### src/rtl/cfgp_pkg.sv
package cfgp_pkg;
  localparam int unsigned DATA_W  = 32;
  localparam int unsigned SLOT_W  = 8;
  localparam int unsigned BUS_W   = 8;
  localparam int unsigned OFF_W   = 8;
  localparam int unsigned LEN_W   = 3;
  localparam int unsigned NUM_SLOTS = 1 << SLOT_W;

  localparam logic [15:0] ADDR_PORT = 16'h0CF8;
  localparam logic [15:0] DATA_PORT = 16'h0CFC;

  typedef enum logic [1:0] {
    RK_NONE  = 2'd0,
    RK_ADDR  = 2'd1,
    RK_CLAIM = 2'd2,
    RK_NULL  = 2'd3
  } rd_kind_e;
endpackage

### src/rtl/cfgp_addr_reg.sv
module cfgp_addr_reg
  import cfgp_pkg::*;
(
  input  logic              clk,
  input  logic              rst_n,
  input  logic              ld,
  input  logic [DATA_W-1:0] wdata,
  output logic [DATA_W-1:0] cfg_q
);
  logic [DATA_W-1:0] cfg_d;

  always_comb begin
    cfg_d = cfg_q;
    if (ld) cfg_d = wdata;
  end

  always_ff @(posedge clk or negedge rst_n) begin
    if (!rst_n) cfg_q <= '0;
    else        cfg_q <= cfg_d;
  end
endmodule

### src/rtl/cfgp_validate.sv
module cfgp_validate
  import cfgp_pkg::*;
(
  input  logic                 win_hit,
  input  logic [1:0]           byte_sel,
  input  logic [LEN_W-1:0]     len,
  input  logic                 cfg_en,
  input  logic [1:0]           cfg_low,
  input  logic [BUS_W-1:0]     cfg_bus,
  input  logic [SLOT_W-1:0]    cfg_slot,
  input  logic [5:0]           cfg_dword,
  input  logic [NUM_SLOTS-1:0] present,
  output logic                 ok,
  output logic [OFF_W-1:0]     off
);
  logic len_ok;
  logic fits;
  logic [3:0] end_byte;

  always_comb begin
    len_ok   = (len == 3'd1) || (len == 3'd2) || (len == 3'd4);
    end_byte = {2'b00, byte_sel} + {1'b0, len};
    fits     = (end_byte <= 4'd4);
    ok       = win_hit && len_ok && fits && cfg_en && (cfg_low == 2'b00)
               && (cfg_bus == '0) && present[cfg_slot];
    off      = {cfg_dword, byte_sel};
  end
endmodule

### src/rtl/cfgp_fwd.sv
module cfgp_fwd
  import cfgp_pkg::*;
(
  input  logic              clk,
  input  logic              rst_n,
  input  logic              go,
  input  logic              is_wr,
  input  logic [SLOT_W-1:0] slot,
  input  logic [OFF_W-1:0]  off,
  input  logic [LEN_W-1:0]  len,
  input  logic [DATA_W-1:0] wdata,
  output logic              tgt_req,
  output logic              tgt_wr,
  output logic [SLOT_W-1:0] tgt_slot,
  output logic [OFF_W-1:0]  tgt_off,
  output logic [LEN_W-1:0]  tgt_len,
  output logic [DATA_W-1:0] tgt_wdata
);
  always_ff @(posedge clk or negedge rst_n) begin
    if (!rst_n) tgt_req <= 1'b0;
    else        tgt_req <= go;
  end

  always_ff @(posedge clk or negedge rst_n) begin
    if (!rst_n) begin
      tgt_wr    <= 1'b0;
      tgt_slot  <= '0;
      tgt_off   <= '0;
      tgt_len   <= '0;
      tgt_wdata <= '0;
    end else if (go) begin
      tgt_wr    <= is_wr;
      tgt_slot  <= slot;
      tgt_off   <= off;
      tgt_len   <= len;
      tgt_wdata <= wdata;
    end
  end
endmodule

### src/rtl/cfgp_rsp.sv
module cfgp_rsp
  import cfgp_pkg::*;
(
  input  logic              clk,
  input  logic              rst_n,
  input  rd_kind_e          kind_in,
  input  logic [DATA_W-1:0] snap_in,
  input  logic [DATA_W-1:0] tgt_rdata,
  output logic [DATA_W-1:0] io_rdata,
  output logic              io_rvalid
);
  rd_kind_e          kind_q;
  logic [DATA_W-1:0] snap_q;
  logic [DATA_W-1:0] rdata_d;
  logic              load1;

  always_comb begin
    load1 = (kind_in == RK_ADDR);
    case (kind_q)
      RK_ADDR:  rdata_d = snap_q;
      RK_CLAIM: rdata_d = tgt_rdata;
      default:  rdata_d = '0;
    endcase
  end

  always_ff @(posedge clk or negedge rst_n) begin
    if (!rst_n) kind_q <= RK_NONE;
    else        kind_q <= kind_in;
  end

  always_ff @(posedge clk or negedge rst_n) begin
    if (!rst_n)     snap_q <= '0;
    else if (load1) snap_q <= snap_in;
  end

  always_ff @(posedge clk or negedge rst_n) begin
    if (!rst_n) begin
      io_rvalid <= 1'b0;
      io_rdata  <= '0;
    end else begin
      io_rvalid <= (kind_q != RK_NONE);
      if (kind_q != RK_NONE) io_rdata <= rdata_d;
    end
  end
endmodule

### src/rtl/cfgp_decoder.sv
module cfgp_decoder
  import cfgp_pkg::*;
#(
  parameter int unsigned IO_AW = 16
) (
  input  logic                 clk,
  input  logic                 rst_n,
  input  logic [IO_AW-1:0]     io_addr,
  input  logic [DATA_W-1:0]    io_wdata,
  input  logic [LEN_W-1:0]     io_len,
  input  logic                 io_wr,
  input  logic                 io_rd,
  input  logic [NUM_SLOTS-1:0] slot_present,
  output logic [DATA_W-1:0]    io_rdata,
  output logic                 io_rvalid,
  output logic                 tgt_req,
  output logic                 tgt_wr,
  output logic [SLOT_W-1:0]    tgt_slot,
  output logic [OFF_W-1:0]     tgt_off,
  output logic [LEN_W-1:0]     tgt_len,
  output logic [DATA_W-1:0]    tgt_wdata,
  input  logic [DATA_W-1:0]    tgt_rdata
);
  localparam logic [IO_AW-1:0] ADDR_P = IO_AW'(ADDR_PORT);
  localparam logic [IO_AW-1:0] DATA_P = IO_AW'(DATA_PORT);

  logic [DATA_W-1:0] cfg_q;
  logic              addr_hit;
  logic              data_hit;
  logic              addr_ld;
  logic              rd_only;
  logic              acc_ok;
  logic              fwd_go;
  logic [OFF_W-1:0]  acc_off;
  rd_kind_e          rd_kind;

  always_comb begin
    addr_hit = (io_addr[IO_AW-1:2] == ADDR_P[IO_AW-1:2]);
    data_hit = (io_addr[IO_AW-1:2] == DATA_P[IO_AW-1:2]);
    addr_ld  = io_wr && (io_addr == ADDR_P) && (io_len == 3'd4);
    rd_only  = io_rd && !io_wr;
    fwd_go   = (io_wr || io_rd) && acc_ok;
    if (rd_only && addr_hit)      rd_kind = RK_ADDR;
    else if (rd_only && data_hit) rd_kind = acc_ok ? RK_CLAIM : RK_NULL;
    else                          rd_kind = RK_NONE;
  end

  cfgp_addr_reg u_addr (
    .clk   (clk),
    .rst_n (rst_n),
    .ld    (addr_ld),
    .wdata (io_wdata),
    .cfg_q (cfg_q)
  );

  cfgp_validate u_val (
    .win_hit   (data_hit),
    .byte_sel  (io_addr[1:0]),
    .len       (io_len),
    .cfg_en    (cfg_q[31]),
    .cfg_low   (cfg_q[1:0]),
    .cfg_bus   (cfg_q[23:16]),
    .cfg_slot  (cfg_q[15:8]),
    .cfg_dword (cfg_q[7:2]),
    .present   (slot_present),
    .ok        (acc_ok),
    .off       (acc_off)
  );

  cfgp_fwd u_fwd (
    .clk       (clk),
    .rst_n     (rst_n),
    .go        (fwd_go),
    .is_wr     (io_wr),
    .slot      (cfg_q[15:8]),
    .off       (acc_off),
    .len       (io_len),
    .wdata     (io_wdata),
    .tgt_req   (tgt_req),
    .tgt_wr    (tgt_wr),
    .tgt_slot  (tgt_slot),
    .tgt_off   (tgt_off),
    .tgt_len   (tgt_len),
    .tgt_wdata (tgt_wdata)
  );

  cfgp_rsp u_rsp (
    .clk       (clk),
    .rst_n     (rst_n),
    .kind_in   (rd_kind),
    .snap_in   (cfg_q),
    .tgt_rdata (tgt_rdata),
    .io_rdata  (io_rdata),
    .io_rvalid (io_rvalid)
  );
endmodule

### config.mk
export PLATFORM = sky130hd
export DESIGN_NAME = cfgp_decoder
export DESIGN_NICKNAME = d
export VERILOG_FILES = /design/src/rtl/cfgp_pkg.sv /design/src/rtl/cfgp_addr_reg.sv /design/src/rtl/cfgp_validate.sv /design/src/rtl/cfgp_fwd.sv /design/src/rtl/cfgp_rsp.sv /design/src/rtl/cfgp_decoder.sv
export SDC_FILE = /design/constraint.sdc
export NUM_CORES = 1
export LEC_CHECK = 0
export ABC_CLOCK_PERIOD_IN_PS = 4090
export BUFFER_PORTS_ARGS = -buffer_cell sky130_fd_sc_hd__buf_2
export CAP_MARGIN = 20
export CELL_PAD_IN_SITES_DETAIL_PLACEMENT = 0
export CELL_PAD_IN_SITES_GLOBAL_PLACEMENT = 1
export CORE_AREA = 2 2 164 166
export DETAILED_ROUTE_END_ITERATION = 7
export DIE_AREA = 0 0 166 168
export PLACE_DENSITY = 0.77
export SYNTH_ARGS = -nofsm -noshare
export SYNTH_HDL_FRONTEND = slang
export SYNTH_SLANG_ARGS = --single-unit
export TNS_END_PERCENT = 10
### constraint.sdc
create_clock -name clk -period 4.09 [get_ports clk]
set_clock_uncertainty 0.1 [all_clocks]
set_input_delay 0.2045 -clock clk [delete_from_list [all_inputs] [get_ports clk]]
set_output_delay 0.2045 -clock clk [all_outputs]
set_load 0.05 [all_outputs]
Yosys cells after proc, flatten, opt, wreduce, memory -nomap -nowiden
Cells that the tools add are included.

Register bits after elaboration: 152. Word-level logic and storage cells: 48. Input bits: 343. Output and inout bits: 86.

Mux-type cells: 6. Add/subtract/negate cells: 1. Magnitude comparators: 2. Equality and inequality tests: 9. Reduce and logical (&&, ||, !) cells: 19.

Operators with widths (count): $pmux 32 s2 (1); $eq 14x10->1 const B (2); $eq 16x12->1 const B (1); $logic_and 1x1->1 (12); $lt 8x9->1 const B (1); $bmux 1 s8 (1); $logic_not 8->1 (1); $add 2x3->4 (1); $eq 2x1->1 const B (2); $le 4x3->1 const B (1); $mux 2 (2); $eq 3x1->1 const B (1); $eq 3x2->1 const B (1); $eq 3x3->1 const B (1); $logic_or 1x1->1 (3); $eq 2x2->1 const B (1); $logic_not 2->1 (1); $mux 1 (2); $reduce_bool 2->1 (1); $logic_not 1->1 (1).

Longest topological paths before layout
Gate-level depths: netlist of run 1.

Word-level depth: 13. Depth in mapped cells: 13. Gate-level depth less buffers: 9.

By module
Synthesis of run 1 repeated with hierarchy kept, for this count alone.

Cell total of the unflattened synthesis: 634. Area total of the unflattened synthesis: 8967.4 um^2.

By module, submodules not included: cfgp_rsp (area each 2879.0 um^2, sequential area each 1676.6 um^2, cells each 220, instances 1); cfgp_validate (area each 2421.1 um^2, sequential area each 0.0 um^2, cells each 221, instances 1); cfgp_fwd (area each 2210.9 um^2, sequential area each 1326.3 um^2, cells each 111, instances 1); cfgp_addr_reg (area each 1345.0 um^2, sequential area each 800.8 um^2, cells each 68, instances 1); cfgp_decoder (area each 111.4 um^2, sequential area each 0.0 um^2, cells each 14, instances 1).

Least setup slack after synthesis of run 1
No wires, ideal clock.

Path type: reg2reg. Start: reg u_addr.cfg_q[8]. End: reg u_fwd.tgt_len[0]. Stages on the path, launching flop included: 12. Data required time: 3.865 ns. Setup slack: 1.063 ns. Arrival time: 2.802 ns. Buffers on the path: 4. Library setup time: 0.125 ns. Period minus slack after synthesis: 3.027 ns. Cell sequence: dfrtp_1 buf_6 buf_12 buf_12 mux4_1 mux2i_1 mux4_2 nor2_1 o2111ai_2 nor4_4 buf_6 mux2_4.

Cells in the longest elaborated chain, start to end: 4.

Ends and longest elaborated chain: start: declaration (line cfgp_addr_reg.sv:8) `output logic [DATA_W-1:0] cfg_q`; start signal: assignment (line cfgp_addr_reg.sv:19) `else cfg_q <= cfg_d;`; $bmux 1 s8 (line cfgp_validate.sv:25) `&& (cfg_bus == '0) && present[cfg_slot];`; $mux 1 (implied by the code) (line cfgp_validate.sv:25); $logic_and 1x1->1 (line cfgp_validate.sv:25); $logic_and 1x1->1 (line cfgp_decoder.sv:42) `fwd_go = (io_wr || io_rd) && acc_ok;`; end signal: assignment (line cfgp_fwd.sv:35) `tgt_len <= len;`; end: declaration (line cfgp_fwd.sv:16) `output logic [LEN_W-1:0] tgt_len,`.

No other way between the ends. The select of a mux whose other input is x is not followed. A chain may end at the register's enable or synchronous reset.

Worst setup path after layout of run 1
Start: reg u_addr.cfg_q[8]. End: reg u_fwd.tgt_wdata[27].

Cells in the longest elaborated chain, start to end: 4.

Ends and longest elaborated chain: $bmux 1 s8 (line cfgp_validate.sv:25); $mux 1 (implied by the code) (line cfgp_validate.sv:25); $logic_and 1x1->1 (line cfgp_validate.sv:25); $logic_and 1x1->1 (line cfgp_decoder.sv:42); end signal: assignment (line cfgp_fwd.sv:36) `tgt_wdata <= wdata;`; end: declaration (line cfgp_fwd.sv:17) `output logic [DATA_W-1:0] tgt_wdata`.

No other way between the ends. The select of a mux whose other input is x is not followed.

==> impl_metrics.csv, run 1 <==
group,metric,value,unit
sta,rsz0062_at_grt,"no",
critical_path,startpoint_type,"register",
run_status,status,"complete, no violations",
logic_synthesis,synth_area_leader_cell,"dfrtp_1",
route,top_layer,"met4",
clock_network,cts_sinks,152,
hold_path,min-delay-start,"tgt_rdata[28]",
critical_path,crit_family,"multiplexers",
logic_synthesis,synthDominantCellAreaShare,0.4330,
critical_path,ff2ff_path_depth,8,
sta,fin_crit,3473,ps
power_and_ir_drop,switching_power,0.8300,mW
die,dieWidth,166,um
placement,placed_cell_area,0.01117,mm2
clock_network,root_buffer,"clkbuf_16",
power_and_ir_drop,comb_power_share,0.103,
route,vias_per_cell,5.083,
sta,tightest_slew,1092,ps
placement,dp_cells,1369,
run,drv_cap,0,
critical_path,cp_cell_sequence,"mux4_1, mux4_2, mux2_2, nand2_1, and3_1, nor4_4, buf_12, mux2_4",
critical_path,cp_num_buf_inv,1,
critical_path,cp.depth,8,
logic_synthesis,synth_edf_count,0,
logic_synthesis,syn_nets,980,
logic_synthesis,postSynthAreaPerCell,13.92,um2
critical_path,r2r-end,"u_fwd.tgt_wdata[27]",
logic_synthesis,yosysWarnings,0,
route,num_vias,7406,
sta,hold_ws,14.53,ps
logic_synthesis,ys_types,55,
critical_path,cp_max_fo,37,
logic_synthesis,synth_ff_type,"dfrtp_1",
grt,antenna_found_initial,3,
die,coreArea,0.02635,mm2
clock_network,cts_max_level,4,
clock_network,clk_latency,420,ps
grt,grt_pass1_wl,47890,um
die,initial_core_util,0.3334,
route,met1Wirelength,13990,um
hold_path,holdCritPathClass,"primary input to register",
critical_path,cp_slowest_stage_delay,810,ps
power_and_ir_drop,ir_worst_vdd,0.2705,mV
die,io_pins,429,
critical_path,rr_startpoint,"u_addr.cfg_q[8]",
grt,track_usage,0.2300,
logic_synthesis,yosysSeqAreaShare,0.4330,
hold_path,worstHoldEndpoint,"u_rsp.io_rdata[28]",
grt,grt_max_degree,67,
critical_path,critPathKind,"register to register",
placement,hpwlAfterDp,25720,um
sta,postLayoutSetupSlackWorst,617.1,ps
critical_path,worst_path_max_delay_cell,"dfrtp_4",
finish,fin_util,0.4670,
route,drt-initial-drc-count,422,
logic_synthesis,netlist_area,0.008785,mm2
power_and_ir_drop,seqPwrFrac,0.435,
finish,area_growth,40.08,%
finish,fin_cells,1457,
die,die_h,168,um
sta,slew_headroom,0.2702,
placement,port_buffers,428,
power_and_ir_drop,totalPowerFinal,3.461,mW
power_and_ir_drop,p_sw_frac,0.2398,
sta,finalSetupViolCount,0,
logic_synthesis,syn_inst,631,
clock_network,cts.repair.resized,0,
finish,drive_above_1_share,0.5804,
route,firstDrtPassIters,5,
sta,fin_crit_sh,0.8491,
sta,drv_slew,0,
hold_path,whs_path_depth,3,
critical_path,end_kind,"register",
die,dieArea,0.02789,mm2
sta,setup_tns,0,ps
critical_path,cp_data_arrival_time,3680,ps
route,ant_nets,0,
clock_network,cts_buffer_depth,2,
logic_synthesis,synth-seq-cells,152,
power_and_ir_drop,power.internal,2.631,mW
route,drc,0,
sta,finalHoldViolCount,0,
route,route.met2.wl,16000,um
placement,place_worst_setup_slack,611.9,ps
finish,fin_nets,1449,
clock_network,path_clk_slew,70,ps
clock_network,tritoncts,"yes",
clock_network,numCtsBuffers,17,
placement,gp_congestion,0.8902,
power_and_ir_drop,power_leakage,5.922,nW
die,rows,60,
critical_path,cp_data_required_time,4290,ps
power_and_ir_drop,powerDensity,281.3,mW/mm2
route,wl_per_cell,22.19,um
critical_path,reg2reg_setup_slack,620,ps
finish,fillers,2409,
route,dr_wl_met3,1712,um
grt,grt_pass1_vias,7685,
power_and_ir_drop,clock_power_share,0.462,
route,wl,32330,um
logic_synthesis,synthTopCellsByArea,"dfrtp_1 (43%), mux4_2 (9.5%), mux2_2 (9.0%)",
grt,grt_overflow,0,
logic_synthesis,synth-async-reset-ratio,1.000,
sta,max_freq,0.2879,GHz
finish,finalInstanceArea,0.01231,mm2
-- logic make-up (layout without fill, tap and decap cells) --
logic type	Yosys count	in the layout	synth area share
xor gates and xnor gates	2	2	0.001994
and+or+nand+nor	103	103	0.06352
AOI/OAI and AO/OA	102	102	0.07876
adders and majority gates	6	6	0.009400
DFF	152	152	0.4330
other	0	3	0
muxes	207	207	0.3659
buffers and inverters	59	541	0.04743
-- layer usage --
metal  vias up  track usage
li1       3392            -
met1      3682       0.3001
met2       303       0.3953
met3        29      0.04490
met4         0      0.05709
met5         -            0
-- worst max path at each step --
stage / endpoint / from / slack, ps
floorplan: u_fwd.tgt_len[0] / u_addr.cfg_q[8] / 1060
global placement: u_fwd.tgt_slot[7] / u_addr.cfg_q[8] / 640
detailed placement: u_fwd.tgt_wdata[4] / u_addr.cfg_q[8] / 610
CTS: u_fwd.tgt_wdata[27] / u_addr.cfg_q[8] / 600
global route: u_fwd.tgt_slot[7] / u_addr.cfg_q[8] / 460
finish: u_fwd.tgt_wdata[27] / u_addr.cfg_q[8] / 620
-- power groups by stage --
| stage | sequential, mW | clock, mW | combinational [mW] |
|---|---|---|---|
| after floorplan | 1.54 | 0 | 0.0717 |
| after global placement | 1.53 | 0 | 0.315 |
| after detailed placement | 1.53 | 0 | 0.317 |
| after CTS | 1.50 | 1.64 | 0.360 |
| after global routing | 1.50 | 1.71 | 0.387 |
| final | 1.50 | 1.60 | 0.357 |
-- timing repair --
| item | in CTS | in global routing |
|---|---|---|
| endpoints found under the hold margin | 146 | 0 |
| buffers inserted | 0 | 0 |
| hold buffers | 53 | 0 |
-- worst reg2reg max path, cell delays in order, from the launching register on --
cell	delay (ps)
dfrtp_4	810
mux4_1	660
mux4_2	460
mux2_2	280
nand2_1	60
and3_1	310
nor4_4	110
buf_12	210
mux2_4	360
-- placed cells by master, fill, tap and decap left out, drive strengths merged, types with 3 or more instances in the layout --
cell         instances
nand2b               7
ha                   5
a21oi                5
mux2               120
mux2i               29
dlygate4sd3         53
diode                3
nand4                4
o21ai               37
buf                447
mux4                58
nand2               43
a22oi               38
nor4                 9
nor2                11
or3                  3
a211oi               3
o221ai               3
inv                 17
a221oi               5
clkbuf              17
nor3                 4
and2                 3
nor2b                6
dfrtp              152
clkinv               3
-- cells in the mapped netlist (3+ instances only) --
| library cell | number |
|---|---|
| ha_1 | 5 |
| inv_1 | 8 |
| nor2_1 | 11 |
| o221ai_1 | 3 |
| mux2_4 | 50 |
| mux4_1 | 21 |
| mux4_2 | 37 |
| nor2b_1 | 6 |
| clkbuf_1 | 22 |
| a22oi_1 | 38 |
| mux2i_1 | 29 |
| nand2b_1 | 7 |
| buf_6 | 14 |
| buf_2 | 7 |
| a21oi_1 | 5 |
| nor4_1 | 7 |
| o21ai_0 | 37 |
| nand2_1 | 43 |
| nand4_1 | 4 |
| and2_1 | 3 |
| dfrtp_1 | 152 |
| a221oi_1 | 5 |
| buf_8 | 4 |
| mux2_2 | 70 |
| nor3_1 | 4 |
| or3_1 | 3 |
-- state kept, by name, summed over array words and instances (netlist names), 2 cells and up --
signal / count
u_addr.cfg_q: 32
u_fwd.tgt_len: 3
u_rsp.io_rdata: 32
u_fwd.tgt_slot: 8
u_fwd.tgt_wdata: 32
u_rsp.kind_q: 2
u_fwd.tgt_off: 8
u_rsp.snap_q: 32
-- area by class of cell --
type	count	area, um2	area share
multi-input combinational	420	4578	0.3720
sequential	152	3811	0.3097
timing repair buffer	500	2846	0.2313
tap	341	426.7	0.03467
clock buffer	17	425.4	0.03457
clock inverter	15	176.4	0.01434
inverter	9	33.78	0.002745
antenna	3	7.507	0.0006101
Note: power is estimated with default switching activity, not from simulation.
==> inputs of run 2 (changes only) <==
--- a/config.mk
+++ b/config.mk
@@ -5,14 +5,14 @@
 export SDC_FILE = /design/constraint.sdc
 export NUM_CORES = 1
 export LEC_CHECK = 0
-export ABC_CLOCK_PERIOD_IN_PS = 4090
+export ABC_CLOCK_PERIOD_IN_PS = 2900
 export BUFFER_PORTS_ARGS = -buffer_cell sky130_fd_sc_hd__buf_2
 export CAP_MARGIN = 20
 export CELL_PAD_IN_SITES_DETAIL_PLACEMENT = 0
 export CELL_PAD_IN_SITES_GLOBAL_PLACEMENT = 1
-export CORE_AREA = 2 2 164 166
+export CORE_AREA = 2 2 167 169
 export DETAILED_ROUTE_END_ITERATION = 7
-export DIE_AREA = 0 0 166 168
+export DIE_AREA = 0 0 169 171
 export PLACE_DENSITY = 0.77
 export SYNTH_ARGS = -nofsm -noshare
 export SYNTH_HDL_FRONTEND = slang
==> constraint.sdc (replaced) <==
create_clock -name clk -period 2.9 [get_ports clk]
set_clock_uncertainty 0.1 [all_clocks]
set_input_delay 0.145 -clock clk [delete_from_list [all_inputs] [get_ports clk]]
set_output_delay 0.145 -clock clk [all_outputs]
set_load 0.05 [all_outputs]
==> impl_metrics.csv, run 2 (synthesis gave the netlist of run 1 again) <==
group,metric,value,unit
run_status,status,"finished, violations left",
run_status,violations,"setup timing",
clock_network,clk_latency,420,ps
finish,mostFrequentLayoutCell,"buf_2",
critical_path,r2r-end,"u_fwd.tgt_wdata[27]",
route,drt-initial-drc-count,389,
critical_path,cp.depth,11,
clock_network,cts_buffer_depth,2,
critical_path,cp_data_arrival_time,3350,ps
route,ant_nets,0,
grt,grt_pass1_wl,48520,um
clock_network,root_buffer,"clkbuf_16",
route,drc,0,
finish,fin_nets,1551,
finish,multi_input_area,0.004652,mm2
clock_network,numCtsBuffers,17,
route,firstDrtPassIters,5,
sta,slew_headroom,0.6307,
critical_path,cp_cell_sequence,"buf_12, buf_4, mux4_2, a22o_1, nor3_1, a211oi_2, o2111ai_2, nor4_4, buf_12, buf_4, mux2_4",
critical_path,ff2ff_path_depth,11,
critical_path,crit_family,"multiplexers",
sta,drv_slew,0,
route,wl,32920,um
power_and_ir_drop,totalPowerFinal,4.898,mW
power_and_ir_drop,powerDensity,367.7,mW/mm2
finish,drive_above_1_share,0.6132,
grt,grt_pass1_vias,8101,
sta,postLayoutSetupSlackWorst,-241.4,ps
critical_path,cp_num_buf_inv,4,
critical_path,worst_path_max_delay_cell,"mux4_2",
critical_path,setup.worst_path.end,"u_fwd.tgt_wdata[27]",
grt,grt_overflow,0,
clock_network,path_clk_slew,60,ps
hold_path,holdCritPathClass,"primary input to register",
placement,hpwlAfterDp,25950,um
clock_network,tritoncts,"yes",
placement,gp_congestion,0.9537,
critical_path,cp_max_fo,20,
placement,place_worst_setup_slack,-353.7,ps
sta,rsz0062_at_grt,"yes",
route,num_vias,7882,
die,coreArea,0.02732,mm2
die,die_h,171,um
sta,finalHoldViolCount,0,
power_and_ir_drop,power_leakage,6.460,nW
grt,antenna_found_initial,4,
critical_path,startpoint_type,"register",
placement,port_buffers,428,
critical_path,reg2reg_setup_slack,-240,ps
die,io_pins,429,
sta,finalSetupViolCount,52,
finish,fillers,2468,
critical_path,rr_startpoint,"u_addr.cfg_q[8]",
clock_network,cts_max_level,4,
die,dieWidth,169,um
grt,track_usage,0.2269,
die,initial_core_util,0.3215,
critical_path,end_kind,"register",
finish,seq_area,0.003812,mm2
finish,area_growth,51.64,%
run,drv_cap,0,
die,rows,61,
sta,max_freq,0.3183,GHz
sta,fin_crit_sh,1.083,
sta,hold_ws,26.19,ps
sta,setup_tns,-11070,ps
critical_path,critPathKind,"register to register",
grt,grt_max_degree,67,
die,dieArea,0.02890,mm2
sta,tightest_slew,552.7,ps
route,wl_per_cell,21.06,um
power_and_ir_drop,ir_worst_vdd,0.3529,mV
route,vias_per_cell,5.043,
critical_path,cp_data_required_time,3110,ps
critical_path,startpoint,"u_addr.cfg_q[8]",
finish,final_cell_mix,"buf_2 (427), dfrtp_1 (149), buf_4 (89), dlygate4sd3_1 (72), mux2_2 (70)",
clock_network,cts_sinks,152,
critical_path,cp_slowest_stage_delay,540,ps
sta,fin_crit,3141,ps
## run 2: cell count changes in the layout (fill, tap and decap cells not counted), moves of 3 or more
| cell | delta |
|---|---|
| buf_4 | +72 |
| dlygate4sd3_1 | +19 |
| buf_12 | +10 |
| a221oi_1 | -4 |
| a221oi_2 | +4 |
| inv_6 | -4 |
| a21oi_1 | -3 |
| a21oi_2 | +3 |
| mux4_1 | -3 |
| mux4_2 | +3 |
## run 2: timing repair
item,CTS,global route
gates resized for setup,11,12
pin swaps,1,1
endpoints found under the hold margin,152,0
buffers inserted,7,1
setup endpoints to repair,52,54
hold buffers,72,0
## run 2: area by class of cell
type | instances | share of cell area
Tap cell | 346 | 0.03250
Antenna cell | 2 | 0.0003757
Sequential cell | 152 | 0.2862
Multi-Input combinational cell | 420 | 0.3492
Inverter | 9 | 0.002536
Clock buffer | 20 | 0.03428
Clock inverter | 12 | 0.01052
Timing Repair Buffer | 602 | 0.2844
## run 2: tightest hold or removal path: cells and delay by family
family,cells,cell delay (ps)
AO/OA/AOI/OAI,2,260
buffers and inverters,1,90
## run 2: worst min-delay path by stage
stage	from	to	slack (ps)	cells past startpoint
6_report	tgt_rdata[10]	u_rsp.io_rdata[10]	30	3
5_1_grt	tgt_rdata[10]	u_rsp.io_rdata[10]	50	3
3_5_place_dp	rst_n	u_rsp.io_rdata[30]	30	1
3_3_place_gp	rst_n	u_rsp.io_rdata[30]	20	1
2_1_floorplan	rst_n	u_addr.cfg_q[0]	-250	0
4_1_cts	tgt_rdata[10]	u_rsp.io_rdata[10]	9	3
## run 2: layer usage
| metal | up-vias | part of all wire | track usage |
|---|---|---|---|
| li1 | 3603 | - | - |
| met3 | 38 | 0.050 | 0.04025 |
| met4 | 2 | 0.014 | 0.05314 |
| met5 | - | 0.00039 | 0 |
| met2 | 296 | 0.49 | 0.3828 |
| met1 | 3943 | 0.45 | 0.3056 |
## run 2: through the flow
| stage | instance area [um2] | instances | utilization |
|---|---|---|---|
| 2_1_floorplan | 8792 | 631 | - |
| 3_3_place_gp | 11860 | 1449 | 0.4342 |
| 3_5_place_dp | 11860 | 1449 | 0.4342 |
| 4_1_cts | 13250 | 1560 | 0.4849 |
| 5_1_grt | 13320 | 1561 | 0.4874 |
| 6_report | 13320 | 1563 | 0.4875 |
## run 2: report_power, final
group | leakage, nW | internal, mW | switching (mW)
registers | 1.95 | 2.12 | 0.000987
logic | 4.23 | 0.315 | 0.214
clock network | 0.284 | 1.32 | 0.922
==> inputs of run 3 (changes only) <==
--- a/config.mk
+++ b/config.mk
@@ -5,7 +5,7 @@
 export SDC_FILE = /design/constraint.sdc
 export NUM_CORES = 1
 export LEC_CHECK = 0
-export ABC_CLOCK_PERIOD_IN_PS = 2900
+export ABC_CLOCK_PERIOD_IN_PS = 3900
 export BUFFER_PORTS_ARGS = -buffer_cell sky130_fd_sc_hd__buf_2
 export CAP_MARGIN = 20
 export CELL_PAD_IN_SITES_DETAIL_PLACEMENT = 0
@@ -13,7 +13,7 @@
 export CORE_AREA = 2 2 167 169
 export DETAILED_ROUTE_END_ITERATION = 7
 export DIE_AREA = 0 0 169 171
-export PLACE_DENSITY = 0.77
+export PLACE_DENSITY = 0.74
 export SYNTH_ARGS = -nofsm -noshare
 export SYNTH_HDL_FRONTEND = slang
 export SYNTH_SLANG_ARGS = --single-unit
==> constraint.sdc (replaced) <==
create_clock -name clk -period 3.9 [get_ports clk]
set_clock_uncertainty 0.1 [all_clocks]
set_input_delay 0.195 -clock clk [delete_from_list [all_inputs] [get_ports clk]]
set_output_delay 0.195 -clock clk [all_outputs]
set_load 0.05 [all_outputs]
==> impl_metrics.csv, run 3 (synthesis gave the netlist of run 1 again) <==
group,metric,value,unit
finish,drive_above_1_share,0.5745,
sta,rsz0062_at_grt,"no",
route,vias_per_cell,5.099,
sta,tightest_slew,1022,ps
finish,fillers,2560,
finish,mostFrequentLayoutCell,"buf_2",
placement,port_buffers,428,
finish,final_cell_mix,"buf_2 (427), dfrtp_1 (150), mux2_2 (70), dlygate4sd3_1 (61), mux2_4 (50)",
critical_path,rr_startpoint,"u_addr.cfg_q[10]",
die,rows,61,
placement,placed_cell_area,0.01122,mm2
critical_path,reg2reg_setup_slack,380,ps
grt,antenna_found_initial,6,
hold_path,min-delay-start,"tgt_rdata[31]",
finish,fin_nets,1457,
route,wl_per_cell,21.93,um
grt,grt_max_degree,85,
clock_network,cts_sinks,152,
placement,hpwlAfterDp,25050,um
hold_path,holdCritPathClass,"primary input to register",
route,drc,0,
route,firstDrtPassIters,4,
die,coreArea,0.02732,mm2
hold_path,whs_path_depth,3,
critical_path,cp_max_fo,41,
finish,area_growth,41.97,%
die,dieWidth,169,um
grt,grt_pass1_vias,7743,
power_and_ir_drop,ir_worst_vdd,0.2873,mV
finish,multi_input_area,0.004578,mm2
critical_path,cp_data_arrival_time,3720,ps
clock_network,cts_buffer_depth,2,
grt,grt_overflow,0,
critical_path,worst_path_max_delay_cell,"dfrtp_4",
run,drv_cap,0,
critical_path,crit_family,"multiplexers",
power_and_ir_drop,power_leakage,5.985,nW
die,die_h,171,um
finish,seq_area,0.003811,mm2
hold_path,worstHoldEndpoint,"u_rsp.io_rdata[31]",
critical_path,ff2ff_path_depth,9,
critical_path,cp_num_buf_inv,2,
critical_path,cp_slowest_stage_delay,640,ps
sta,fin_crit_sh,0.9015,
sta,fin_crit,3516,ps
clock_network,numCtsBuffers,17,
critical_path,startpoint_type,"register",
route,wl,32240,um
run_status,status,"complete, no violations",
finish,finalInstanceArea,0.01247,mm2
grt,track_usage,0.2227,
power_and_ir_drop,powerDensity,300.2,mW/mm2
grt,grt_pass1_wl,47550,um
route,drt-initial-drc-count,465,
clock_network,cts_max_level,4,
die,io_pins,429,
clock_network,cts_setup_buffers,0,
route,ant_nets,0,
sta,slew_headroom,0.3189,
sta,drv_slew,0,
critical_path,cp_cell_sequence,"buf_12, mux4_1, mux2i_1, mux4_2, nor2_1, o2111ai_2, nor4_4, buf_4, mux2_4",
critical_path,r2r-end,"u_fwd.tgt_off[7]",
sta,setup_tns,0,ps
critical_path,end_kind,"register",
route,num_vias,7496,
die,initial_core_util,0.3215,
sta,max_freq,0.2844,GHz
critical_path,critPathKind,"register to register",
clock_network,path_clk_slew,60,ps
clock_network,tritoncts,"yes",
die,dieArea,0.02890,mm2
sta,finalHoldViolCount,0,
critical_path,cp_data_required_time,4100,ps
sta,finalSetupViolCount,0,
clock_network,root_buffer,"clkbuf_16",
clock_network,clk_latency,420,ps
placement,gp_congestion,0.8951,
[run 3: changes by cell type in the layout (fill, tap and decap cells not counted), sizes merged]
cell         before  now
buf             530  447
bufinv            2    4
clkinv            5    3
clkinvlp          3    2
diode             2    3
dlygate4sd3      72   61
inv              11   12
[run 3: what timing repair did]
item,in CTS,in global routing
endpoints found under the hold margin,159,0
resized for setup,0,0
hold buffers,61,0
[run 3: metal layers]
layer	vias up	global-route usage	routed length (um)
li1	3404	-	-
met1	3738	0.2913	14210
met2	300	0.3694	15550
met3	50	0.05158	1699
met4	4	0.06652	750
met5	-	0	26
[run 3: power breakdown]
group	switching, mW	leakage [nW]	internal [mW]
registers	0.000775	1.95	1.58
clock network	0.686	0.304	1.10
logic	0.157	3.73	0.220
total	0.844	5.99	2.90
[run 3: area by class of cell]
class	instances	area share
flip-flops and latches	152	0.3056
clock inverters	12	0.01525
inverters	9	0.002709
clock buffers	20	0.03581
well taps	346	0.03471
multi-input cells	420	0.3671
repair buffers	508	0.2383
diodes	3	0.0006019
[run 3: worst max-delay path by stage]
stage | start | endpoint | depth (start not counted)
final | u_addr.cfg_q[10] | u_fwd.tgt_off[7] | 9
after global routing | u_addr.cfg_q[10] | u_fwd.tgt_wdata[4] | 9
after CTS | u_addr.cfg_q[10] | u_fwd.tgt_off[4] | 9
after detailed placement | u_addr.cfg_q[10] | u_fwd.tgt_len[1] | 9
after global placement | u_addr.cfg_q[10] | u_fwd.tgt_off[3] | 9
after floorplan | u_addr.cfg_q[8] | u_fwd.tgt_len[0] | 11
[run 3: worst register-to-register path: stages (launching register included)]
cell       delay, ps
dfrtp_4          640
buf_12           300
mux4_1           240
mux2i_1           80
mux4_2           500
nor2_1           260
o2111ai_2        210
nor4_4           260
buf_4            460
mux2_4           370
[run 3: per-stage QoR]
stage                 util  setup WS (ps)  total power, mW  instances  hold slack, ps
floorplan                -          873.1            1.688        631          -200.6
global placement    0.4095          464.1            1.937       1373           155.7
detailed placement  0.4105          388.8            1.940       1374           157.3
CTS                 0.4562          374.3            3.790       1467          0.4560
global route        0.4565          234.3            3.910       1470           2.502
finish              0.4565          384.2            3.744       1470           18.89
